### src/rtl/wbt_pkg.sv
package wbt_pkg;

    typedef enum logic [2:0] {
        ST_IDLE,
        ST_FILL,
        ST_FLIP,
        ST_SCAN,
        ST_RESTORE,
        ST_DONE,
        ST_FAIL
    } wbt_state_e;

    // expected cell content: the target carries the inverted background
    function automatic logic wbt_expect(input logic is_target, input logic bg);
        return bg ^ is_target;
    endfunction

    function automatic logic wbt_is_rest(input wbt_state_e s);
        return (s == ST_IDLE) || (s == ST_DONE) || (s == ST_FAIL);
    endfunction

endpackage

### src/rtl/wbt_seq.sv
module wbt_seq
    import wbt_pkg::*;
#(
    parameter int ADDR_W = 12
) (
    input  logic              clk,
    input  logic              rst,
    input  logic              start,
    input  logic              background,
    input  logic              mismatch,
    output logic [ADDR_W-1:0] mem_addr,
    output logic              mem_we,
    output logic              mem_wdata,
    output logic              mem_re,
    output logic [ADDR_W-1:0] target,
    output logic              bg_lat,
    output logic              launch,
    output logic              busy,
    output logic              done
);
    localparam logic [ADDR_W-1:0] LAST = '1;

    wbt_state_e        state;
    logic [ADDR_W-1:0] cnt;

    assign launch = start && wbt_is_rest(state);
    assign busy   = !wbt_is_rest(state);
    assign done   = (state == ST_DONE);

    always_comb begin
        mem_we    = 1'b0;
        mem_re    = 1'b0;
        mem_addr  = cnt;
        mem_wdata = bg_lat;
        unique case (state)
            ST_FILL: mem_we = 1'b1;
            ST_FLIP: begin
                mem_we    = 1'b1;
                mem_addr  = target;
                mem_wdata = ~bg_lat;
            end
            ST_SCAN: mem_re = !mismatch;
            ST_RESTORE: begin
                mem_we   = !mismatch;
                mem_addr = target;
            end
            default: ;
        endcase
    end

    always_ff @(posedge clk) begin
        if (rst) begin
            state  <= ST_IDLE;
            cnt    <= '0;
            target <= '0;
            bg_lat <= 1'b0;
        end else begin
            unique case (state)
                ST_FILL: begin
                    cnt <= cnt + 1'b1;
                    if (cnt == LAST) state <= ST_FLIP;
                end
                ST_FLIP: begin
                    cnt   <= '0;
                    state <= ST_SCAN;
                end
                ST_SCAN: begin
                    if (mismatch) begin
                        state <= ST_FAIL;
                    end else begin
                        cnt <= cnt + 1'b1;
                        if (cnt == LAST) state <= ST_RESTORE;
                    end
                end
                ST_RESTORE: begin
                    if (mismatch) begin
                        state <= ST_FAIL;
                    end else if (target == LAST) begin
                        state <= ST_DONE;
                    end else begin
                        target <= target + 1'b1;
                        state  <= ST_FLIP;
                    end
                end
                default: begin
                    if (start) begin
                        bg_lat <= background;
                        cnt    <= '0;
                        target <= '0;
                        state  <= ST_FILL;
                    end
                end
            endcase
        end
    end

    AST_SINGLE_ACCESS: assert property (@(posedge clk) disable iff (rst)
        !(mem_we && mem_re));

    AST_SCAN_AFTER_FLIP: assert property (@(posedge clk) disable iff (rst)
        $rose(mem_re) |-> $past(mem_we) && ($past(mem_wdata) != bg_lat));

endmodule

### src/rtl/wbt_compare.sv
module wbt_compare
    import wbt_pkg::*;
#(
    parameter int ADDR_W = 12
) (
    input  logic              clk,
    input  logic              rst,
    input  logic              issue,
    input  logic [ADDR_W-1:0] issue_addr,
    input  logic [ADDR_W-1:0] target,
    input  logic              bg,
    input  logic              rdata,
    output logic              mismatch,
    output logic [ADDR_W-1:0] chk_addr
);
    typedef struct packed {
        logic              valid;
        logic [ADDR_W-1:0] addr;
    } pend_t;

    pend_t pend;

    always_ff @(posedge clk) begin
        if (rst) pend <= '0;
        else     pend <= '{valid: issue, addr: issue_addr};
    end

    assign chk_addr = pend.addr;
    assign mismatch = pend.valid && (rdata != wbt_expect(pend.addr == target, bg));

endmodule

### src/rtl/wbt_fail_log.sv
module wbt_fail_log #(
    parameter int ADDR_W = 12
) (
    input  logic              clk,
    input  logic              rst,
    input  logic              clear,
    input  logic              capture,
    input  logic [ADDR_W-1:0] cap_target,
    input  logic [ADDR_W-1:0] cap_addr,
    input  logic              cap_bit,
    output logic              fail,
    output logic [ADDR_W-1:0] fail_target,
    output logic [ADDR_W-1:0] fail_addr,
    output logic              fail_bit
);
    always_ff @(posedge clk) begin
        if (rst || clear) begin
            fail        <= 1'b0;
            fail_target <= '0;
            fail_addr   <= '0;
            fail_bit    <= 1'b0;
        end else if (capture && !fail) begin
            fail        <= 1'b1;
            fail_target <= cap_target;
            fail_addr   <= cap_addr;
            fail_bit    <= cap_bit;
        end
    end

    AST_FAIL_RECORD_HELD: assert property (@(posedge clk) disable iff (rst)
        fail && !clear |=> fail && $stable(fail_addr) && $stable(fail_target) && $stable(fail_bit));

endmodule

### src/rtl/walkbit_tester.sv
module walkbit_tester #(
    parameter int ADDR_W = 12
) (
    input  logic              clk,
    input  logic              rst,
    input  logic              start,
    input  logic              background,
    output logic [ADDR_W-1:0] mem_addr,
    output logic              mem_we,
    output logic              mem_wdata,
    output logic              mem_re,
    input  logic              mem_rdata,
    output logic              busy,
    output logic              done,
    output logic              fail,
    output logic [ADDR_W-1:0] fail_target,
    output logic [ADDR_W-1:0] fail_addr,
    output logic              fail_bit
);
    logic              mismatch;
    logic              launch;
    logic              bg_lat;
    logic [ADDR_W-1:0] target;
    logic [ADDR_W-1:0] chk_addr;

    wbt_seq #(.ADDR_W(ADDR_W)) u_seq (
        .clk        (clk),
        .rst        (rst),
        .start      (start),
        .background (background),
        .mismatch   (mismatch),
        .mem_addr   (mem_addr),
        .mem_we     (mem_we),
        .mem_wdata  (mem_wdata),
        .mem_re     (mem_re),
        .target     (target),
        .bg_lat     (bg_lat),
        .launch     (launch),
        .busy       (busy),
        .done       (done)
    );

    wbt_compare #(.ADDR_W(ADDR_W)) u_cmp (
        .clk        (clk),
        .rst        (rst),
        .issue      (mem_re),
        .issue_addr (mem_addr),
        .target     (target),
        .bg         (bg_lat),
        .rdata      (mem_rdata),
        .mismatch   (mismatch),
        .chk_addr   (chk_addr)
    );

    wbt_fail_log #(.ADDR_W(ADDR_W)) u_log (
        .clk         (clk),
        .rst         (rst),
        .clear       (launch),
        .capture     (mismatch),
        .cap_target  (target),
        .cap_addr    (chk_addr),
        .cap_bit     (mem_rdata),
        .fail        (fail),
        .fail_target (fail_target),
        .fail_addr   (fail_addr),
        .fail_bit    (fail_bit)
    );

    AST_DONE_CLEAN: assert property (@(posedge clk) disable iff (rst)
        done |-> !fail && !busy);

    AST_SILENT_AFTER_FAIL: assert property (@(posedge clk) disable iff (rst)
        fail |-> !mem_we && !mem_re);

    AST_RESTORE_FOLLOWS_SCAN: assert property (@(posedge clk) disable iff (rst)
        $fell(mem_re) && !mismatch && !fail |-> mem_we && (mem_wdata == bg_lat));

    AST_NO_WRITE_ON_FAIL: assert property (@(posedge clk) disable iff (rst)
        $rose(fail) |-> !$past(mem_we));

endmodule

### config.mk
export PLATFORM = sky130hd
export DESIGN_NAME = walkbit_tester
export DESIGN_NICKNAME = d
export VERILOG_FILES = /design/src/rtl/wbt_pkg.sv /design/src/rtl/wbt_seq.sv /design/src/rtl/wbt_compare.sv /design/src/rtl/wbt_fail_log.sv /design/src/rtl/walkbit_tester.sv
export SDC_FILE = /design/constraint.sdc
export NUM_CORES = 1
export LEC_CHECK = 0
export BUFFER_PORTS_ARGS = -buffer_cell sky130_fd_sc_hd__buf_2
export CAP_MARGIN = 15
export CELL_PAD_IN_SITES_DETAIL_PLACEMENT = 1
export CELL_PAD_IN_SITES_GLOBAL_PLACEMENT = 2
export CORE_MARGIN = 3
export CORE_UTILIZATION = 34
export DETAILED_ROUTE_END_ITERATION = 10
export HOLD_SLACK_MARGIN = 0.03
export PLACE_DENSITY = 0.91
export SLEW_MARGIN = 20
export SYNTH_ARGS = -nofsm -noshare
export SYNTH_HDL_FRONTEND = slang
export SYNTH_HIERARCHICAL = 1
export SYNTH_SLANG_ARGS = --single-unit
### constraint.sdc
create_clock -name clk -period 3.1 [get_ports clk]
set_clock_uncertainty 0.15 [all_clocks]
set_input_delay 0.465 -clock clk [delete_from_list [all_inputs] [get_ports clk]]
set_output_delay 0.465 -clock clk [all_outputs]
set_load 0.05 [all_outputs]
==> results of run 1 <==
## cells by family after synthesis
logic type | share of synthesized area [%]
DFF | 41.4
xor gates and xnor gates | 8.38
muxes | 5.10
buffers and inverters | 6.33
and+or+nand+nor | 26.9
adders and majority gates | 0.772
AOI/OAI and AO/OA | 11.2
## sequential cells by signal, indices dropped and copies added (netlist names)
| signal | flops |
|---|---|
| u_cmp/chk_addr | 12 |
| u_seq/bg_lat | 1 |
| u_log/fail_addr | 12 |
| u_cmp/pend | 1 |
| u_seq/state | 3 |
| u_log/fail | 1 |
| u_log/fail_bit | 1 |
| u_seq/cnt | 12 |
| u_seq/target | 12 |
| u_log/fail_target | 12 |
## path summary, 6_finish.rpt
kind,slack [ns],cells past startpoint,startpoint,endpoint
worst max-delay path,0.15,7,u_seq/target[9],mem_we
worst max register to register,0.25,8,u_seq/target[9],u_seq/target[2]
worst min-delay path,0.21,3,background,u_seq/bg_lat
worst min register to register,0.30,2,u_log/fail_addr[8],u_log/fail_addr[8]
## layout make-up
cell class / count / area share, %
clock inverters: 5 / 2.22
flip-flops and latches: 67 / 35.0
repair buffers: 68 / 10.4
multi-input cells: 276 / 44.4
inverters: 3 / 0.294
well taps: 126 / 4.11
clock buffers: 10 / 3.59
## power by group
part	internal [µW]	leakage, µW	switching, µW
combinational	121	0.000925	248
clock	474	0.000109	338
sequential	877	0.000541	27.7
total	1470	0.00157	614
## worst min-delay path, stage by stage
cell and delay (ns):
buf_2 0.08, mux2i_1 0.05, nor2_1 0.07
## synth_stat cells, types with 4 or more instances
cell,count,share of area (%)
buf_4,18,4.2
dfxtp_1,67,41
nand2b_1,5,0.97
o21ai_0,6,0.93
buf_2,8,1.2
xor2_1,19,5.1
nor2_1,30,3.5
or3_1,4,0.77
nand3_1,8,1.2
nand2_1,64,7.4
clkbuf_1,4,0.46
nor4_1,4,0.77
nor3_1,6,0.93
mux2_2,12,4.2
xnor2_1,12,3.2
nand4_1,6,1.2
a21oi_1,34,5.3
nor2b_1,21,4.1
## metal layers
layer  up-vias  wire, µm  global-route usage, %
met5         -         0                      0
met4         0       294                   8.07
met3        23       454                   4.73
met2        79      4350                   29.3
met1      1343      4230                   21.9
li1       1367         -                      -
## metrics by stage
| stage | area, µm² | hold slack, ns | worst slack (ns) |
|---|---|---|---|
| floorplan | 3240 | 0.305 | 0.367 |
| finish | 3840 | 0.209 | 0.146 |
| global placement | 3600 | 0.290 | 0.291 |
| detailed placement | 3600 | 0.296 | 0.171 |
| global route | 3840 | 0.240 | 0.00416 |
| CTS | 3830 | 0.201 | 0.0880 |
==> results.py, run 1 <==
metrics = {
    "worst_setup_path": {
        "cp_max_fo": 8,
        "max_stage_delay_ns": 0.55,
        "end_kind": "primary output",
        "critPathRequiredTime_ns": 2.48,
        "worstPathArrival_ns": 2.34,
        "crit_buf_inv": 1,
        "critPathKind": "flop to primary output",
        "cp-start-kind": "flop",
        "cp_cell_sequence": "xor2_1 -> nor4_4 -> nand4_1 -> and3b_1 -> or4b_4 -> nand2_2 -> buf_6",
        "crit_slowest_cell": "or4b_4",
        "path_delay_family": "simple AND/OR/NAND/NOR gates",
    },
    "timing": {
        "min_period_ns": 2.95,
        "hold_violations": 0,
        "drv_slew": 0,
        "grt_setup_unrepaired": "no",
        "period_share_pct": 95.3,
        "max_slew_margin_pct": 53.6,
        "setup-tns-final_ns": 0,
        "fmax_mhz": 338,
        "finalSetupViolations": 0,
        "worstMarginPinSlew_ns": 0.693,
    },
    "grt": {
        "overflow": 0,
        "grt_pass1_vias": 2937,
        "grt_pass1_wl_mm": 15.4,
        "grt_max_degree": 27,
        "track_usage_pct": 17.8,
        "grt_antenna_before_repair": 0,
    },
    "clocking": {
        "postCtsSetupBuffers": 0,
        "clock_latency_ns": 0.34,
        "cts_resized": 4,
        "htree_levels": 3,
        "numCtsBuffers": 9,
        "cts_tree": "built",
        "cts_sinks": 67,
        "postCtsHoldBufs": 0,
        "clk_pin_slew_ns": 0.07,
        "cts_buffer_depth": 2,
        "cts-root-buf": "clkbuf_8",
    },
    "layout": {
        "fin_cells": 555,
        "fin_util_pct": 42.7,
        "drive_above_1_share_pct": 25.6,
        "diodes": 0,
        "final_cell_mix": "dfxtp_1 (66), nand2_1 (63), buf_2 (46)",
        "layout.nets": 432,
        "final_common_cell": "dfxtp_1",
        "seqCellArea_mm2": 0.00134,
        "multiInputGateArea_mm2": 0.00170,
        "n_fill_cell": 1082,
        "synthToLayoutAreaGrowth_pct": 18.4,
    },
    "placement": {
        "port-buffer-count": 47,
        "gp_congestion": 0.856,
        "placedCellCount": 540,
        "hpwl_mm": 6.88,
    },
    "floorplan": {
        "die_w_um": 104,
        "row_count": 34,
        "die_area_mm2": 0.0107,
        "core-area_mm2": 0.00898,
        "die_y_um": 104,
        "start_util_pct": 36.1,
        "ioPinCount": 48,
    },
    "synth": {
        "syn_avg_cell_area_um2": 8.60,
        "yosysWarnings": 6,
        "yosys_most_used_dff": "dfxtp_1",
        "synth-seq-area-share_pct": 41.4,
        "syn_inst": 377,
        "syn_area_mm2": 0.00324,
        "async_flop_share_pct": 0,
        "ys_ff_latch": 67,
        "synth_edf_count": 0,
        "synthDistinctLibCells": 48,
        "synth_nets": 384,
    },
    "detailed_routing": {
        "drt-total-wl_mm": 9.33,
        "drc": 0,
        "drt_iter0_markers": 175,
        "avgViaCountPerCell": 5.07,
        "drtPass1Iterations": 4,
        "vias": 2812,
        "ant_nets": 0,
        "drt-wirelength-per-cell_um": 16.8,
    },
    "pwr": {
        "power_density_mw_per_mm2": 544,
        "power_leakage_uw": 0.00157,
        "ir_worst_vdd_mv": 0.351,
        "power_uw": 2090,
    },
    "run_status": {
        "outcome": "completed",
    },
    "flow_run": {
        "maxCapViolCount": 0,
    },
    "hold_path": {
        "holdCritPathClass": "input port to flop",
    },
}
Note: power is estimated with default switching activity, not from simulation.
==> run 2, diff against run 1 <==
Settings changed: SETUP_SLACK_MARGIN set to 0.2.
Clock period 3.1 ns to 2.9 ns, I/O delays scaled along.
==> results.py, run 2 (synthesized netlist as in run 1, its figures left out) <==
metrics = {
    "clocking": {
        "cts_tree": "built",
        "postCtsHoldBufs": 0,
        "clk_pin_slew_ns": 0.07,
        "cts_sinks": 67,
        "cts_buffer_depth": 2,
        "cts-root-buf": "clkbuf_8",
        "htree_levels": 3,
        "clock_latency_ns": 0.35,
        "numCtsBuffers": 9,
    },
    "detailed_routing": {
        "drtPass1Iterations": 5,
        "routed-wl-met3_um": 594,
        "drt-wirelength-per-cell_um": 17.6,
        "wl_met1_mm": 4.22,
        "ant_nets": 0,
        "drc": 0,
        "drt-total-wl_mm": 9.97,
        "avgViaCountPerCell": 5.21,
        "vias": 2953,
        "met2_length_mm": 5.02,
        "routed.top_layer": "met4",
        "drt_iter0_markers": 161,
    },
    "flow_run": {
        "maxCapViolCount": 0,
    },
    "grt": {
        "overflow": 0,
        "grt_pass1_wl_mm": 15.7,
        "grt_antenna_before_repair": 0,
        "grt_max_degree": 27,
        "track_usage_pct": 18.1,
        "grt_pass1_vias": 2940,
    },
    "timing": {
        "min_period_ns": 2.92,
        "finalSetupViolations": 1,
        "drv_slew": 0,
        "whs_ns": 0.174,
        "grt_setup_unrepaired": "yes",
        "worstMarginPinSlew_ns": 0.678,
        "fmax_mhz": 342,
        "setup_slack_ns": -0.0215,
        "max_slew_margin_pct": 54.5,
        "period_share_pct": 101,
        "hold_violations": 0,
    },
    "layout": {
        "synthToLayoutAreaGrowth_pct": 29.7,
        "layout.nets": 443,
        "final_cell_area_mm2": 0.00420,
        "final_common_cell": "nand2_1",
        "seqCellArea_mm2": 0.00136,
        "diodes": 0,
        "fin_cells": 567,
        "drive_above_1_share_pct": 37.0,
        "multiInputGateArea_mm2": 0.00193,
        "final_cell_mix": "nand2_1 (62), dfxtp_1 (57), buf_2 (45)",
        "n_fill_cell": 1075,
    },
    "placement": {
        "placedCellCount": 541,
        "gp_congestion": 0.814,
        "port-buffer-count": 47,
        "dpl_cell_area_mm2": 0.00366,
        "hpwl_mm": 6.98,
    },
    "pwr": {
        "ir_worst_vdd_mv": 0.413,
        "power_leakage_uw": 0.00168,
        "power_density_mw_per_mm2": 534,
        "power_uw": 2240,
    },
    "worst_setup_path": {
        "end_kind": "primary output",
        "critPathKind": "flop to primary output",
        "cp_max_fo": 4,
        "worstPathArrival_ns": 2.34,
        "cp-start-kind": "flop",
        "critPathRequiredTime_ns": 2.32,
    },
    "floorplan": {
        "die_y_um": 104,
        "core-area_mm2": 0.00898,
        "die_w_um": 104,
        "start_util_pct": 36.1,
        "die_area_mm2": 0.0107,
        "row_count": 34,
        "ioPinCount": 48,
    },
    "run_status": {
        "violations": "negative setup slack",
        "outcome": "finished, violations left",
    },
    "hold_path": {
        "holdCritPathClass": "input port to flop",
    },
}
## run 2: layer usage
layer	global-route usage, %	up-vias
li1	-	1386
met5	0	-
met4	4.46	0
met2	31.0	108
met1	22.6	1444
met3	5.04	15
## run 2: what timing repair did
action	in CTS	in global routing
endpoints found under the hold margin	0	0
gates resized for setup	28	32
pin swaps	17	32
cloned	0	0
endpoints found under the setup margin	27	37
setup buffers	4	6
## run 2: critical path: stages, from the launching register on
cell and delay (ns):
dfxtp_2 0.34, xor2_2 0.18, nor4_4 0.31, nand4_1 0.12, and3b_2 0.26, or4b_4 0.54
nand2_4 0.10, buf_8 0.14
## run 2: path summary, 6_finish.rpt
| check | start | endpoint | slack, ns | cells after the start |
|---|---|---|---|---|
| setup / recovery | u_cmp/chk_addr[7] | mem_we | -0.02 | 7 |
| setup reg to reg | u_cmp/chk_addr[7] | u_seq/target[7] | 0.01 | 10 |
| hold / removal | background | u_seq/bg_lat | 0.17 | 3 |
| hold reg to reg | u_log/fail_addr[6] | u_log/fail_addr[6] | 0.30 | 2 |
## run 2: through the flow
stage	worst slack [ns]	TNS (ns)	util, %
2_1_floorplan	0.182	0	-
3_3_place_gp	0.0446	0	40.8
3_5_place_dp	-0.0477	-0.165	40.8
4_1_cts	-0.0343	-0.100	44.7
5_1_grt	-0.123	-0.866	46.8
6_report	-0.0215	-0.0215	46.8
## run 2: cell type report
cell class	instances	share of cell area [%]
clock buffers	11	3.63
clock inverters	5	1.37
inverters	3	0.268
multi-input cells	276	46.0
flip-flops and latches	67	32.3
well taps	126	3.75
repair buffers	79	12.7
## run 2: report_power, final
group	internal, µW	leakage [µW]	total [µW]	switching [µW]
clock network	453	0.000109	826	373
logic	156	0.00102	448	293
registers	938	0.000546	970	31.9
==> run 3, diff against run 2 <==
Settings changed: CTS_BUF_LIST set to sky130_fd_sc_hd__clkbuf_16.
==> results.py, run 3 (synthesized netlist as in run 1, its figures left out) <==
metrics = {
    "clocking": {
        "clock_latency_ns": 0.33,
        "cts_sinks": 67,
        "clk_pin_slew_ns": 0.06,
        "postCtsHoldBufs": 0,
        "cts_tree": "built",
        "numCtsBuffers": 9,
        "cts-root-buf": "clkbuf_16",
        "htree_levels": 3,
        "cts_buffer_depth": 2,
    },
    "run_status": {
        "violations": "negative setup slack",
        "outcome": "finished, violations left",
    },
    "detailed_routing": {
        "routed-wl-met3_um": 559,
        "vias": 2974,
        "drt-total-wl_mm": 10.2,
        "drt_iter0_markers": 195,
        "drtPass1Iterations": 4,
        "met2_length_mm": 5.20,
        "ant_nets": 0,
        "wl_met1_mm": 4.21,
        "avgViaCountPerCell": 5.25,
        "drc": 0,
        "routed.top_layer": "met4",
        "drt-wirelength-per-cell_um": 18.0,
    },
    "timing": {
        "setup_slack_ns": -0.00137,
        "fmax_mhz": 345,
        "finalSetupViolations": 1,
        "setup-tns-final_ns": -0.00137,
        "period_share_pct": 100,
        "min_period_ns": 2.90,
        "grt_setup_unrepaired": "yes",
        "worstMarginPinSlew_ns": 0.556,
        "max_slew_margin_pct": 62.8,
        "drv_slew": 0,
        "whs_ns": 0.189,
        "hold_violations": 0,
    },
    "grt": {
        "overflow": 0,
        "track_usage_pct": 18.6,
        "grt_pass1_wl_mm": 16.1,
        "grt_pass1_vias": 3012,
        "grt_max_degree": 27,
        "grt_antenna_before_repair": 0,
    },
    "pwr": {
        "power_leakage_uw": 0.00172,
        "p_int_uw": 1820,
        "ir_worst_vdd_mv": 0.425,
        "clkPwrFrac_pct": 44.1,
        "power_density_mw_per_mm2": 598,
        "power_frac_seq_pct": 37.9,
        "p_sw_share_pct": 28.9,
        "comb_power_share_pct": 18.0,
        "p_sw_uw": 741,
    },
    "worst_setup_path": {
        "r2r-start": "u_cmp/chk_addr[7]",
        "r2r-end": "u_seq/target[7]",
        "end_kind": "flop",
        "critPathKind": "flop to flop",
        "r2r_slack_ns": -0.001,
        "critPathRequiredTime_ns": 3.00,
        "cp-start-kind": "flop",
        "r2r.worst_path.cells": 10,
        "crit_path_end": "u_seq/target[7]",
        "worstPathArrival_ns": 3.00,
        "critPathLaunch": "u_cmp/chk_addr[7]",
        "cp_max_fo": 7,
    },
    "placement": {
        "hpwl_mm": 6.98,
        "gp_congestion": 0.814,
        "port-buffer-count": 47,
    },
    "layout": {
        "final_common_cell": "nand2_1",
        "layout.nets": 443,
        "n_fill_cell": 1073,
        "synthToLayoutAreaGrowth_pct": 32.4,
        "drive_above_1_share_pct": 36.3,
        "diodes": 0,
        "final_cell_mix": "nand2_1 (62), dfxtp_1 (57), buf_2 (45)",
    },
    "floorplan": {
        "die_area_mm2": 0.0107,
        "die_w_um": 104,
        "core-area_mm2": 0.00898,
        "die_y_um": 104,
        "row_count": 34,
        "start_util_pct": 36.1,
        "ioPinCount": 48,
    },
    "flow_run": {
        "maxCapViolCount": 0,
    },
    "hold_path": {
        "holdCritPathClass": "input port to flop",
    },
}
## run 3: stage by stage
step	total power [µW]	util, %	worst slack (ns)	area [µm²]	std cells
after floorplan	1280	-	0.182	3290	377
after global placement	1360	40.8	0.0446	3660	541
after detailed placement	1370	40.8	-0.0477	3660	541
after CTS	2550	46.0	-0.0143	4130	562
after global routing	2660	47.8	-0.111	4290	567
final	2560	47.8	-0.00137	4290	567
## run 3: area by class of cell
cell class / count / area (µm²) / share of cell area (%)
tap: 126 / 158 / 3.68
sequential: 67 / 1360 / 31.6
multi-input combinational: 276 / 1920 / 44.7
inverter: 3 / 11.3 / 0.263
timing repair buffer: 79 / 534 / 12.5
clock buffer: 10 / 250 / 5.83
clock inverter: 6 / 61.3 / 1.43
## run 3: layer usage
metal  global-route usage [%]  vias up
met5                        0        -
met4                     6.65        0
met3                     4.60       26
met2                     31.7       99
met1                     22.9     1455
li1                         -     1394
## run 3: timing repair
action	4_1_cts	5_1_grt
pin swaps	11	23
setup endpoints to repair	27	38
gates cloned	0	1
gates resized for setup	29	30
setup buffers	5	4
## run 3: worst min path at each step
stage                                startpoint  cells after the start                    end  slack (ns)
after floorplan                 u_seq/target[3]                      2   u_log/fail_target[3]        0.31
after global placement    u_log/fail_target[10]                      2  u_log/fail_target[10]        0.29
after detailed placement     u_log/fail_addr[7]                      2     u_log/fail_addr[7]        0.30
after CTS                            background                      3           u_seq/bg_lat        0.19
after global routing                  mem_rdata                      3         u_log/fail_bit        0.24
final                                background                      3           u_seq/bg_lat        0.19
## run 3: critical path, cell delays in order (launching register included)
cell and delay [ns]:
dfxtp_2 0.33, xor2_2 0.18, nor4_4 0.31, nand4_1 0.12, and3b_2 0.25, or4b_4 0.54, buf_6 0.15, o211ai_4 0.22
nor2_4 0.10, nor4b_2 0.24, mux2i_1 0.23
## run 3: power by group through the flow
| stage | clock network [µW] | logic [µW] | registers (µW) |
|---|---|---|---|
| floorplan | 0 | 305 | 972 |
| CTS | 1150 | 436 | 969 |
| detailed placement | 0 | 380 | 989 |
| global placement | 0 | 371 | 988 |
| finish | 1130 | 462 | 971 |
| global route | 1190 | 497 | 975 |
